File: config.mk
export PLATFORM = sky130hd
export DESIGN_NAME = dma_chain_engine
export DESIGN_NICKNAME = d
export VERILOG_FILES = /design/src/rtl/dma_chain_pkg.sv /design/src/rtl/dma_unit_decode.sv /design/src/rtl/dma_lane_steer.sv /design/src/rtl/dma_chain_engine.sv
export SDC_FILE = /design/constraint.sdc
export NUM_CORES = 1
export LEC_CHECK = 0
export CORE_ASPECT_RATIO = 0.8
export CORE_MARGIN = 1
export CORE_UTILIZATION = 45
export CTS_CLUSTER_SIZE = 40
export DETAILED_ROUTE_END_ITERATION = 6
export HOLD_SLACK_MARGIN = 0.02
export MAX_ROUTING_LAYER = met4
export PLACE_DENSITY = 0.67
export SLEW_MARGIN = 40
export SYNTH_ARGS = -nofsm -noshare
export SYNTH_HDL_FRONTEND = slang
export SYNTH_SLANG_ARGS = --single-unit
File: constraint.sdc
create_clock -name clk_i -period 3.7 [get_ports clk_i]
set_input_delay 0.37 -clock clk_i [delete_from_list [all_inputs] [get_ports clk_i]]
set_output_delay 0.37 -clock clk_i [all_outputs]
set_load 0.01 [all_outputs]
File: src/rtl/dma_chain_pkg.sv
package dma_chain_pkg;
  typedef enum logic [2:0] {
    S_IDLE, S_FREQ, S_FRSP, S_CHECK, S_RREQ, S_RRSP, S_WREQ, S_ENDD
  } dma_state_e;

  localparam int unsigned ST_EN      = 0;
  localparam int unsigned ST_HALT    = 2;
  localparam int unsigned ST_TERM    = 3;
  localparam int unsigned ST_ADDRERR = 4;
  localparam int unsigned ST_WIDE    = 30;

  localparam int unsigned CMD_LINK = 0;
  localparam int unsigned CMD_TIE  = 1;
  localparam int unsigned CMD_DINC = 22;
  localparam int unsigned CMD_SINC = 23;

  localparam logic [1:0] SEL_BASE = 2'd0;
  localparam logic [1:0] SEL_STAT = 2'd1;
  localparam logic [1:0] SEL_BELL = 2'd2;
endpackage

File: src/rtl/dma_unit_decode.sv
module dma_unit_decode #(
  parameter int unsigned AW = 32
) (
  input  logic [2:0]    tsz_i,
  input  logic [AW-1:0] src_i,
  input  logic [AW-1:0] dst_i,
  output logic [2:0]    step_o,
  output logic [5:0]    beats_o,
  output logic          misalign_o
);
  logic [7:0] unit_b;

  always_comb begin
    case (tsz_i)
      3'd0:    unit_b = 8'd4;
      3'd1:    unit_b = 8'd1;
      3'd2:    unit_b = 8'd2;
      3'd3:    unit_b = 8'd16;
      3'd4:    unit_b = 8'd32;
      3'd5:    unit_b = 8'd64;
      default: unit_b = 8'd128;
    endcase
  end

  assign step_o     = (unit_b < 8'd4) ? unit_b[2:0] : 3'd4;
  assign beats_o    = (unit_b < 8'd4) ? 6'd1 : unit_b[7:2];
  assign misalign_o = |((src_i[6:0] | dst_i[6:0]) & (unit_b[6:0] - 7'd1));
endmodule

File: src/rtl/dma_lane_steer.sv
module dma_lane_steer (
  input  logic [2:0]  step_i,
  input  logic [1:0]  src_lane_i,
  input  logic [1:0]  dst_lane_i,
  input  logic [31:0] rdata_i,
  output logic [31:0] wdata_o,
  output logic [3:0]  be_o
);
  logic [15:0] half;
  logic [7:0]  byte_v;

  assign half   = src_lane_i[1] ? rdata_i[31:16] : rdata_i[15:0];
  assign byte_v = rdata_i[8*src_lane_i +: 8];

  always_comb begin
    case (step_i)
      3'd1: begin
        wdata_o = {4{byte_v}};
        be_o    = 4'b0001 << dst_lane_i;
      end
      3'd2: begin
        wdata_o = {2{half}};
        be_o    = dst_lane_i[1] ? 4'b1100 : 4'b0011;
      end
      default: begin
        wdata_o = rdata_i;
        be_o    = 4'b1111;
      end
    endcase
  end
endmodule

File: src/rtl/dma_chain_engine.sv
module dma_chain_engine
  import dma_chain_pkg::*;
#(
  parameter int unsigned AW         = 32,
  parameter int unsigned CNT_W      = 24,
  parameter int unsigned OFF_W      = 8,
  parameter int unsigned OFF_SH     = 4,
  parameter int unsigned DESC_WORDS = 8
) (
  input  logic              clk_i,
  input  logic              rst_ni,
  input  logic              reg_we_i,
  input  logic [1:0]        reg_sel_i,
  input  logic [31:0]       reg_wdata_i,
  output logic [31:0]       status_o,
  output logic [CNT_W-1:0]  count_o,
  output logic              irq_o,
  output logic              mem_req_valid_o,
  input  logic              mem_req_ready_i,
  output logic              mem_req_we_o,
  output logic [AW-1:0]     mem_req_addr_o,
  output logic [31:0]       mem_req_wdata_o,
  output logic [3:0]        mem_req_be_o,
  input  logic              mem_rsp_valid_i,
  input  logic [31:0]       mem_rsp_rdata_i
);
  localparam int unsigned FIDX_W = $clog2(DESC_WORDS);
  localparam int unsigned PAD_W  = AW - OFF_W - OFF_SH;

  dma_state_e        state_q;
  logic [AW-1:0]     base_reg_q, base_q, cur_q, src_q, dst_q;
  logic [FIDX_W-1:0] fidx_q;
  logic [31:0]       cmd_q, cntw_q, rbuf_q;
  logic [CNT_W-1:0]  cnt_q;
  logic [5:0]        beat_q;
  logic              st_en_q, st_wide_q, st_halt_q, st_term_q, st_err_q, irq_q;

  logic [2:0]  step;
  logic [5:0]  beats;
  logic        misalign;
  logic [31:0] wdata;
  logic [3:0]  be;
  logic        stat_wr, abort_w, bell_w, req_fire, cnt_load;
  logic [AW-1:0] next_desc;

  dma_unit_decode #(.AW(AW)) i_decode (
    .tsz_i(cmd_q[10:8]), .src_i(src_q), .dst_i(dst_q),
    .step_o(step), .beats_o(beats), .misalign_o(misalign)
  );

  dma_lane_steer i_steer (
    .step_i(step), .src_lane_i(src_q[1:0]), .dst_lane_i(dst_q[1:0]),
    .rdata_i(rbuf_q), .wdata_o(wdata), .be_o(be)
  );

  assign stat_wr   = reg_we_i && (reg_sel_i == SEL_STAT);
  assign abort_w   = stat_wr && !reg_wdata_i[ST_EN];
  assign bell_w    = reg_we_i && (reg_sel_i == SEL_BELL) && reg_wdata_i[0];
  assign req_fire  = mem_req_valid_o && mem_req_ready_i;
  assign cnt_load  = (state_q == S_FRSP) && mem_rsp_valid_i && (fidx_q == FIDX_W'(3));
  assign next_desc = base_q + {{PAD_W{1'b0}}, cntw_q[31 -: OFF_W], {OFF_SH{1'b0}}};

  assign mem_req_valid_o = (state_q == S_FREQ) || (state_q == S_RREQ) || (state_q == S_WREQ);
  assign mem_req_we_o    = (state_q == S_WREQ);
  assign mem_req_wdata_o = wdata;
  assign mem_req_be_o    = (state_q == S_WREQ) ? be : 4'b0000;

  always_comb begin
    case (state_q)
      S_FREQ:  mem_req_addr_o = cur_q + {{(AW-FIDX_W-2){1'b0}}, fidx_q, 2'b00};
      S_RREQ:  mem_req_addr_o = {src_q[AW-1:2], 2'b00};
      default: mem_req_addr_o = {dst_q[AW-1:2], 2'b00};
    endcase
  end

  assign status_o = {1'b0, st_wide_q, 25'd0, st_err_q, st_term_q, st_halt_q, 1'b0, st_en_q};
  assign count_o  = cnt_q;
  assign irq_o    = irq_q;

  always_ff @(posedge clk_i or negedge rst_ni) begin
    if (!rst_ni) begin
      state_q    <= S_IDLE;
      base_reg_q <= '0;
      base_q     <= '0;
      cur_q      <= '0;
      src_q      <= '0;
      dst_q      <= '0;
      fidx_q     <= '0;
      cmd_q      <= '0;
      cntw_q     <= '0;
      rbuf_q     <= '0;
      cnt_q      <= '0;
      beat_q     <= '0;
      st_en_q    <= 1'b0;
      st_wide_q  <= 1'b0;
      st_halt_q  <= 1'b0;
      st_term_q  <= 1'b0;
      st_err_q   <= 1'b0;
      irq_q      <= 1'b0;
    end else begin
      if (reg_we_i && reg_sel_i == SEL_BASE) base_reg_q <= reg_wdata_i[AW-1:0];
      if (stat_wr) begin
        st_en_q   <= reg_wdata_i[ST_EN];
        st_wide_q <= reg_wdata_i[ST_WIDE];
        st_halt_q <= 1'b0;
        st_term_q <= 1'b0;
        st_err_q  <= 1'b0;
        irq_q     <= 1'b0;
      end
      if (abort_w) begin
        state_q <= S_IDLE;
      end else begin
        case (state_q)
          S_IDLE: if (bell_w && st_en_q) begin
            base_q    <= base_reg_q;
            cur_q     <= base_reg_q;
            fidx_q    <= '0;
            st_term_q <= 1'b0;
            state_q   <= S_FREQ;
          end
          S_FREQ: if (mem_req_ready_i) state_q <= S_FRSP;
          S_FRSP: if (mem_rsp_valid_i) begin
            case (fidx_q)
              FIDX_W'(0): cmd_q <= mem_rsp_rdata_i;
              FIDX_W'(1): src_q <= mem_rsp_rdata_i[AW-1:0];
              FIDX_W'(2): dst_q <= mem_rsp_rdata_i[AW-1:0];
              FIDX_W'(3): begin
                cntw_q <= mem_rsp_rdata_i;
                cnt_q  <= mem_rsp_rdata_i[CNT_W-1:0];
              end
              default: ;
            endcase
            if (fidx_q == FIDX_W'(DESC_WORDS - 1)) state_q <= S_CHECK;
            else begin
              fidx_q  <= fidx_q + 1'b1;
              state_q <= S_FREQ;
            end
          end
          S_CHECK: begin
            beat_q <= '0;
            if (misalign) begin
              st_err_q  <= 1'b1;
              st_halt_q <= 1'b1;
              irq_q     <= 1'b1;
              state_q   <= S_IDLE;
            end else if (cnt_q == '0) state_q <= S_ENDD;
            else state_q <= S_RREQ;
          end
          S_RREQ: if (mem_req_ready_i) state_q <= S_RRSP;
          S_RRSP: if (mem_rsp_valid_i) begin
            rbuf_q  <= mem_rsp_rdata_i;
            state_q <= S_WREQ;
          end
          S_WREQ: if (mem_req_ready_i) begin
            if (cmd_q[CMD_SINC]) src_q <= src_q + AW'(step);
            if (cmd_q[CMD_DINC]) dst_q <= dst_q + AW'(step);
            if (beat_q == beats - 6'd1) begin
              beat_q  <= '0;
              cnt_q   <= cnt_q - 1'b1;
              state_q <= (cnt_q == CNT_W'(1)) ? S_ENDD : S_RREQ;
            end else begin
              beat_q  <= beat_q + 6'd1;
              state_q <= S_RREQ;
            end
          end
          S_ENDD: begin
            if (cmd_q[CMD_LINK]) begin
              cur_q   <= next_desc;
              fidx_q  <= '0;
              state_q <= S_FREQ;
            end else begin
              st_term_q <= 1'b1;
              if (cmd_q[CMD_TIE]) irq_q <= 1'b1;
              state_q <= S_IDLE;
            end
          end
          default: state_q <= S_IDLE;
        endcase
      end
    end
  end

  // a pending request holds until accepted
  a_r12_req_hold: assert property (@(posedge clk_i) disable iff (!rst_ni)
    mem_req_valid_o && !mem_req_ready_i && !abort_w |=>
      mem_req_valid_o && $stable(mem_req_addr_o) && $stable(mem_req_we_o));

  // address error always comes with halt
  a_r9_err_halts: assert property (@(posedge clk_i) disable iff (!rst_ni)
    st_err_q |-> st_halt_q);

  // interrupt rises only with terminate or address error
  a_r7_irq_cause: assert property (@(posedge clk_i) disable iff (!rst_ni)
    $rose(irq_o) |-> (status_o[ST_TERM] || status_o[ST_ADDRERR]));

  // outside a load the count only steps down by one
  a_r11_count_steps: assert property (@(posedge clk_i) disable iff (!rst_ni)
    (count_o != $past(count_o)) && !$past(cnt_load) |-> count_o == $past(count_o) - 1'b1);

  // every write carries at least one strobe
  a_r4_write_strobe: assert property (@(posedge clk_i) disable iff (!rst_ni)
    mem_req_valid_o && mem_req_we_o |-> mem_req_be_o != 4'b0000);
endmodule

[Yosys cells after proc, flatten, opt, wreduce, memory -nomap -nowiden]
Cells that the tools add are included.
W data, S select, Z words.
Word-level totals
  bits in registers: 290
  input bits: 71
Operators by class
  add/sub/neg operators: 9
  $lt $le $gt $ge: 1
  equal/unequal tests: 39
  shift operators: 2
  multiplexer cells: 68
  bitwise operators: 3
  reduce and logical (&&, ||, !) cells: 30
Operators with widths (number)
  $mux W32: 10
  $pmux W32 S2: 5
  $mux W24: 4
  $add A32 B3 Y32: 2
  $pmux W24 S2: 1
  $pmux W8 S6: 1
  $mux W3: 13
  $add A32 B12 Y32: 1
  $add A32 B5 Y32: 1
  $shiftx A32 B6 Y8: 1
  $reduce_and A6 Y1: 5
  $eq A24 B1 Y1 const B: 1
  $logic_not A24 Y1: 1
  $pmux W3 S8: 1
  $sub A24 B1 Y24 const B: 1
  $eq A3 B2 Y1 const B: 7
  $eq A3 B3 Y1 const B: 7
  $mux W1: 18
  $mux W6: 3
  $mux W16: 1
  $ne A3 B3 Y1 const B: 5
  $eq A3 B1 Y1 const B: 4
  $ne A2 B1 Y1 const B: 6
  $pmux W6 S2: 1
  other kinds (29): 52

[Longest topological paths before layout]
  depth after elaboration: 10
  gate-level depth with buffers: 13
  mapped depth without buffers: 11

[Cells and area by module]
A second synthesis with hierarchy kept.
Unflattened totals
  cell total of the unflattened synthesis: 1792
  area total of the unflattened synthesis: 15541.2 um2
Modules (own cells, without submodules)
  dma_chain_engine: times used 1, cells an instance 1627, area an instance 14486.4 um2, sequential area each 6231.0 um2
  dma_lane_steer: times used 1, cells an instance 130, area an instance 827.0 um2, sequential area each 0.0 um2
  dma_unit_decode: times used 1, cells an instance 35, area an instance 227.7 um2, sequential area each 0.0 um2

[Worst setup path before layout]
Ideal clock, no wire load.
  path kind: register to register
  start point: reg cmd_q[10]
  end point: reg dst_q[28]
  data arrival time: 3192 ps
  slack: 371 ps
  cell stages (with the launch flop): 14
  buffers on the path: 2
  clock period less this slack: 3329 ps
  cell sequence: dfrtp_1 buf_2 or3b_2 clkbuf_1 inv_1 ha_1 inv_1 fa_1 nand2b_1 a21oi_1 nand3_1 or3_1 o22ai_1 a21oi_1
Between the ends
  cells in the longest elaborated chain, start to end: 8
RTL lines
  from (decl): line dma_chain_engine.sv:33  | logic [31:0] cmd_q, cntw_q, rbuf_q;
  from (signal assigned): line dma_chain_engine.sv:124  | FIDX_W'(0): cmd_q <= mem_rsp_rdata_i;
  $eq A3 B3 Y1 (tied with other cells): line dma_unit_decode.sv:14  | case (tsz_i)
  $pmux W8 S6 (*): line dma_unit_decode.sv:14
  $lt A8 B3 Y1: line dma_unit_decode.sv:25  | assign step_o = (unit_b < 8'd4) ? unit_b[2:0] : 3'd4;
  $mux W3 (*): line dma_unit_decode.sv:25
  $add A32 B3 Y32 (*): line dma_chain_engine.sv:156  | if (cmd_q[CMD_DINC]) dst_q <= dst_q + AW'(step);
  $mux W32 (*): line dma_chain_engine.sv:156
  $mux W32 (*): line dma_chain_engine.sv:154  | S_WREQ: if (mem_req_ready_i) begin
  $pmux W32 S2 (*): line dma_chain_engine.sv:113  | case (state_q)
  to (signal assigned): line dma_chain_engine.sv:126  | FIDX_W'(2): dst_q <= mem_rsp_rdata_i[AW-1:0];
  to (signal assigned): line dma_chain_engine.sv:156
  to (decl): line dma_chain_engine.sv:31  | logic [AW-1:0] base_reg_q, base_q, cur_q, src_q, dst_q;
Every way passes the cells marked *; elsewhere a longest branch is shown, timed or not. The select of a mux whose other input is x is not followed.
A chain may end at the register's enable or synchronous reset.

[Worst setup path after layout]
  start point: reg fidx_q[1]
  end point: out mem_req_addr_o[31]
Between the ends
  cells in the longest elaborated chain, start to end: 2
RTL lines
  from (decl): line dma_chain_engine.sv:32  | logic [FIDX_W-1:0] fidx_q;
  from (signal assigned): line dma_chain_engine.sv:135  | fidx_q <= fidx_q + 1'b1;
  $add A32 B5 Y32: line dma_chain_engine.sv:70  | S_FREQ: mem_req_addr_o = cur_q + {{(AW-FIDX_W-2){1'b0}}, fidx_q, 2'b00};
  $pmux W32 S2: line dma_chain_engine.sv:69  | case (state_q)
  to (decl): line dma_chain_engine.sv:21  | output logic [AW-1:0] mem_req_addr_o,
No other way between the ends.

==> flow_summary.toml <==
[status]
status = "finished with violations"
violations = "design-rule violations"

[critical_path]
slowest_stage = "clkdlybuf4s50_1"
critPathLaunchType = "flop"
cp_data_arrival_time_ps = 3170
crit_buf_inv = 1
path_cells = "ha_1, a21o_1, a21oi_2, nand4bb_1, nor3_1, xnor2_1, o21ai_0, clkdlybuf4s50_1"
critPathTopFamily = "simple AND/OR/NAND/NOR gates"
endpoint_kind = "primary output"
cpPeakStageDelay_ps = 590
crit_required_ps = 3330
criticalPathCategory = "flop to primary output"
critPathMaxFanout = 6

[synth]
synthCells = 1669
ys_types = 82
yosysSeqAreaShare = 0.4133
ys.flop_type = "dfrtp_1"
syn_area_per_cell_um2 = 9.032
yosys_warnings = 0
async_reset_ff_frac = 1.000
synth_area_um2 = 15070
synth_edf_count = 0
synth-seq-cells = 249

[clocking]
cts_buffers = 28
cts_root_buf = "clkbuf_16"
clkSinkCount = 249
cts.clk_slew.worst_paths_ps = 60
cts.htree.levels = 1
cts_tree = "yes"
insertion_delay_ps = 560
clk_path_buf_depth = 3

[floorplan]
ioPinCount = 198
std_cell_rows = 59
dieArea_um2 = 34240
start_util = 0.4599
core-area_um2 = 32780
die_height_um = 165.7
die_width_um = 206.6

[final_layout]
final_cell_mix = "248 x dfrtp_1, 231 x nand2_1, 169 x clkdlybuf4s50_1"
diodes = 0
stdcell_count = 2260
layout-drive-gt1-share = 0.1157
finish.utilization = 0.5536
layout_commonest_cell = "dfrtp_1"
fillCellCount = 3027
nets = 1915
syn2layout_area_growth_pct = 20.38

[placed_design]
portBuffers = 170
place.gp.congestion = 0.9772
dp_cells = 2205
dpl.hpwl_um = 36680

[drt]
drt_first_iter_violations = 1311
drc = 11
wl_um = 50320
vias = 14020
viasPerCell = 6.204
drt_pass1_iterations = 7
antenna_left = 0
post_drt_wl_per_cell_um = 22.26

[sta]
finalMaxSlewViolations = 0
finalClockSkew_ps = 15.81
fmax_mhz = 282.3
slew-limit-headroom = 0.4537
post-route-min-period_ps = 3542
post-route-period-util = 0.9573
setup_viol = 0
rsz0062_at_grt = "false"
worst_pin_slew_ps = 819.4
fin_tns_setup_ps = 0
hold_viol_final = 0
hold_ws_ps = 306.2

[power_and_ir_drop]
power.total_uw = 14760
irDropWorstVdd_v = 0.0008596
power-per-cell-area_nw_per_um2 = 813.6
cellLeakagePower_uw = 0.007553

[run]
cap_violations = 0

[global_routing]
grt_max_degree = 97
grt_pass1_vias = 12890
grt_pass1_wl_um = 77640
grt_antenna_before_repair = 2
grt-ovfl-total = 0
grt_use_total = 0.3025

[hold_path]
hold_path_class = "input pin to asynchronous set/reset pin"
## per-stage QoR
step,setup slack [ps],area (um^2)
2_1_floorplan,371.0,15170
3_3_place_gp,514.1,17150
3_5_place_dp,425.9,17160
4_1_cts,27.95,18080
5_1_grt,9.560,18150
6_report,158.0,18150
## kinds of logic after synthesis
logic type,Yosys count,synth area share
and+or+nand+nor,549,0.1762
AOI/OAI and AO/OA,534,0.2291
DFF,249,0.4133
buffers and inverters,164,0.05121
muxes,84,0.06856
xor gates and xnor gates,55,0.03196
adders and majority gates,33,0.02938
other,1,0.0002488
## worst register-to-register path: cells and delay by family (launching register included)
family | cells | cell delay [ps]
compound gates | 5 | 1190
simple gates | 3 | 830
flops | 1 | 490
buf+inv | 2 | 350
fa+ha+maj | 1 | 350
## cells in the mapped netlist, drive strengths merged, types with 3 or more instances
library cell	count	area, um^2
a211oi	8	65.06
a21o	20	150.1
a21oi	150	754.5
a221o	33	330.3
a22oi	45	337.8
a2bb2oi	9	78.83
a31o	5	43.79
a31oi	21	131.4
a32o	4	40.04
a41o	4	40.04
a41oi	5	43.79
and2	13	83.83
and3	25	156.4
and4	12	105.1
buf	69	412.9
clkbuf	59	222.7
dfrtp	249	6231
fa	4	80.08
ha	29	362.9
inv	35	131.4
mux2	74	833.3
mux4	8	180.2
nand2	234	885.9
nand2b	4	25.02
nand3	48	240.2
nand4	26	168.9
nor2	94	352.8
nor2b	17	106.4
nor3	26	130.1
nor3b	9	72.57
nor4	10	75.07
o2111ai	3	26.28
o21a	9	67.56
o21ai	137	696.9
o21bai	4	30.03
o22a	15	131.4
o22ai	25	156.4
o2bb2ai	4	35.03
o31ai	4	30.03
o32ai	6	52.55
o41ai	4	35.03
or2	7	43.79
or3	10	62.56
xnor2	22	192.7
xor2	33	289.0
## where the power goes
part,internal (uW),switching [uW],leakage (uW)
clock,1600,1160,0.000442
sequential,3770,1380,0.00311
combinational,3390,3460,0.00400
total,8760,6000,0.00755
## layer usage
metal | global-route usage | routed length, um
met1 | 0.4602 | 22980
met2 | 0.4150 | 21350
met3 | 0.05490 | 4907
met4 | 0.06298 | 1077
met5 | - | 0
## path summary, 6_finish.rpt
| check | from | to | slack, ps | cells after the start |
|---|---|---|---|---|
| min reg2reg | base_q[0] | base_q[0] | 480 | 2 |
| min in group clk_i | reg_wdata_i[10] | base_reg_q[10] | 430 | 2 |
| max reg2reg | cmd_q[9] | src_q[26] | 340 | 11 |
| min | rst_ni | base_reg_q[28] | 310 | 2 |
| max in group asynchronous | rst_ni | rbuf_q[11] | 2430 | 4 |
| max | fidx_q[1] | mem_req_addr_o[31] | 160 | 8 |
## repair_timing
item                       4_1_cts  5_1_grt
hold buffers                     1        0
cloned                           0        0
setup endpoints to repair        4       20
resized for setup                1        9
hold endpoints to repair        93        0
setup buffers                    0        1
pin swaps                        0        2
## state kept, by name, indices dropped and copies added (netlist names), 7 cells and up
name and cells:
base_reg_q 32, dst_q 32, cmd_q 7, rbuf_q 32, count_o 24, src_q 32, base_q 32, cur_q 32
cntw_q 8
## layout make-up
cell class                 count  area [um^2]  share of cell area
multi-input combinational   1282         8242              0.4542
clock buffer                  43        828.3             0.04565
clock inverter                 9        75.07            0.004137
timing repair buffer         214         2097              0.1156
tap                          427        534.3             0.02944
inverter                      36        137.6            0.007585
sequential                   249         6232              0.3434
(Power assumes the default switching activity.)
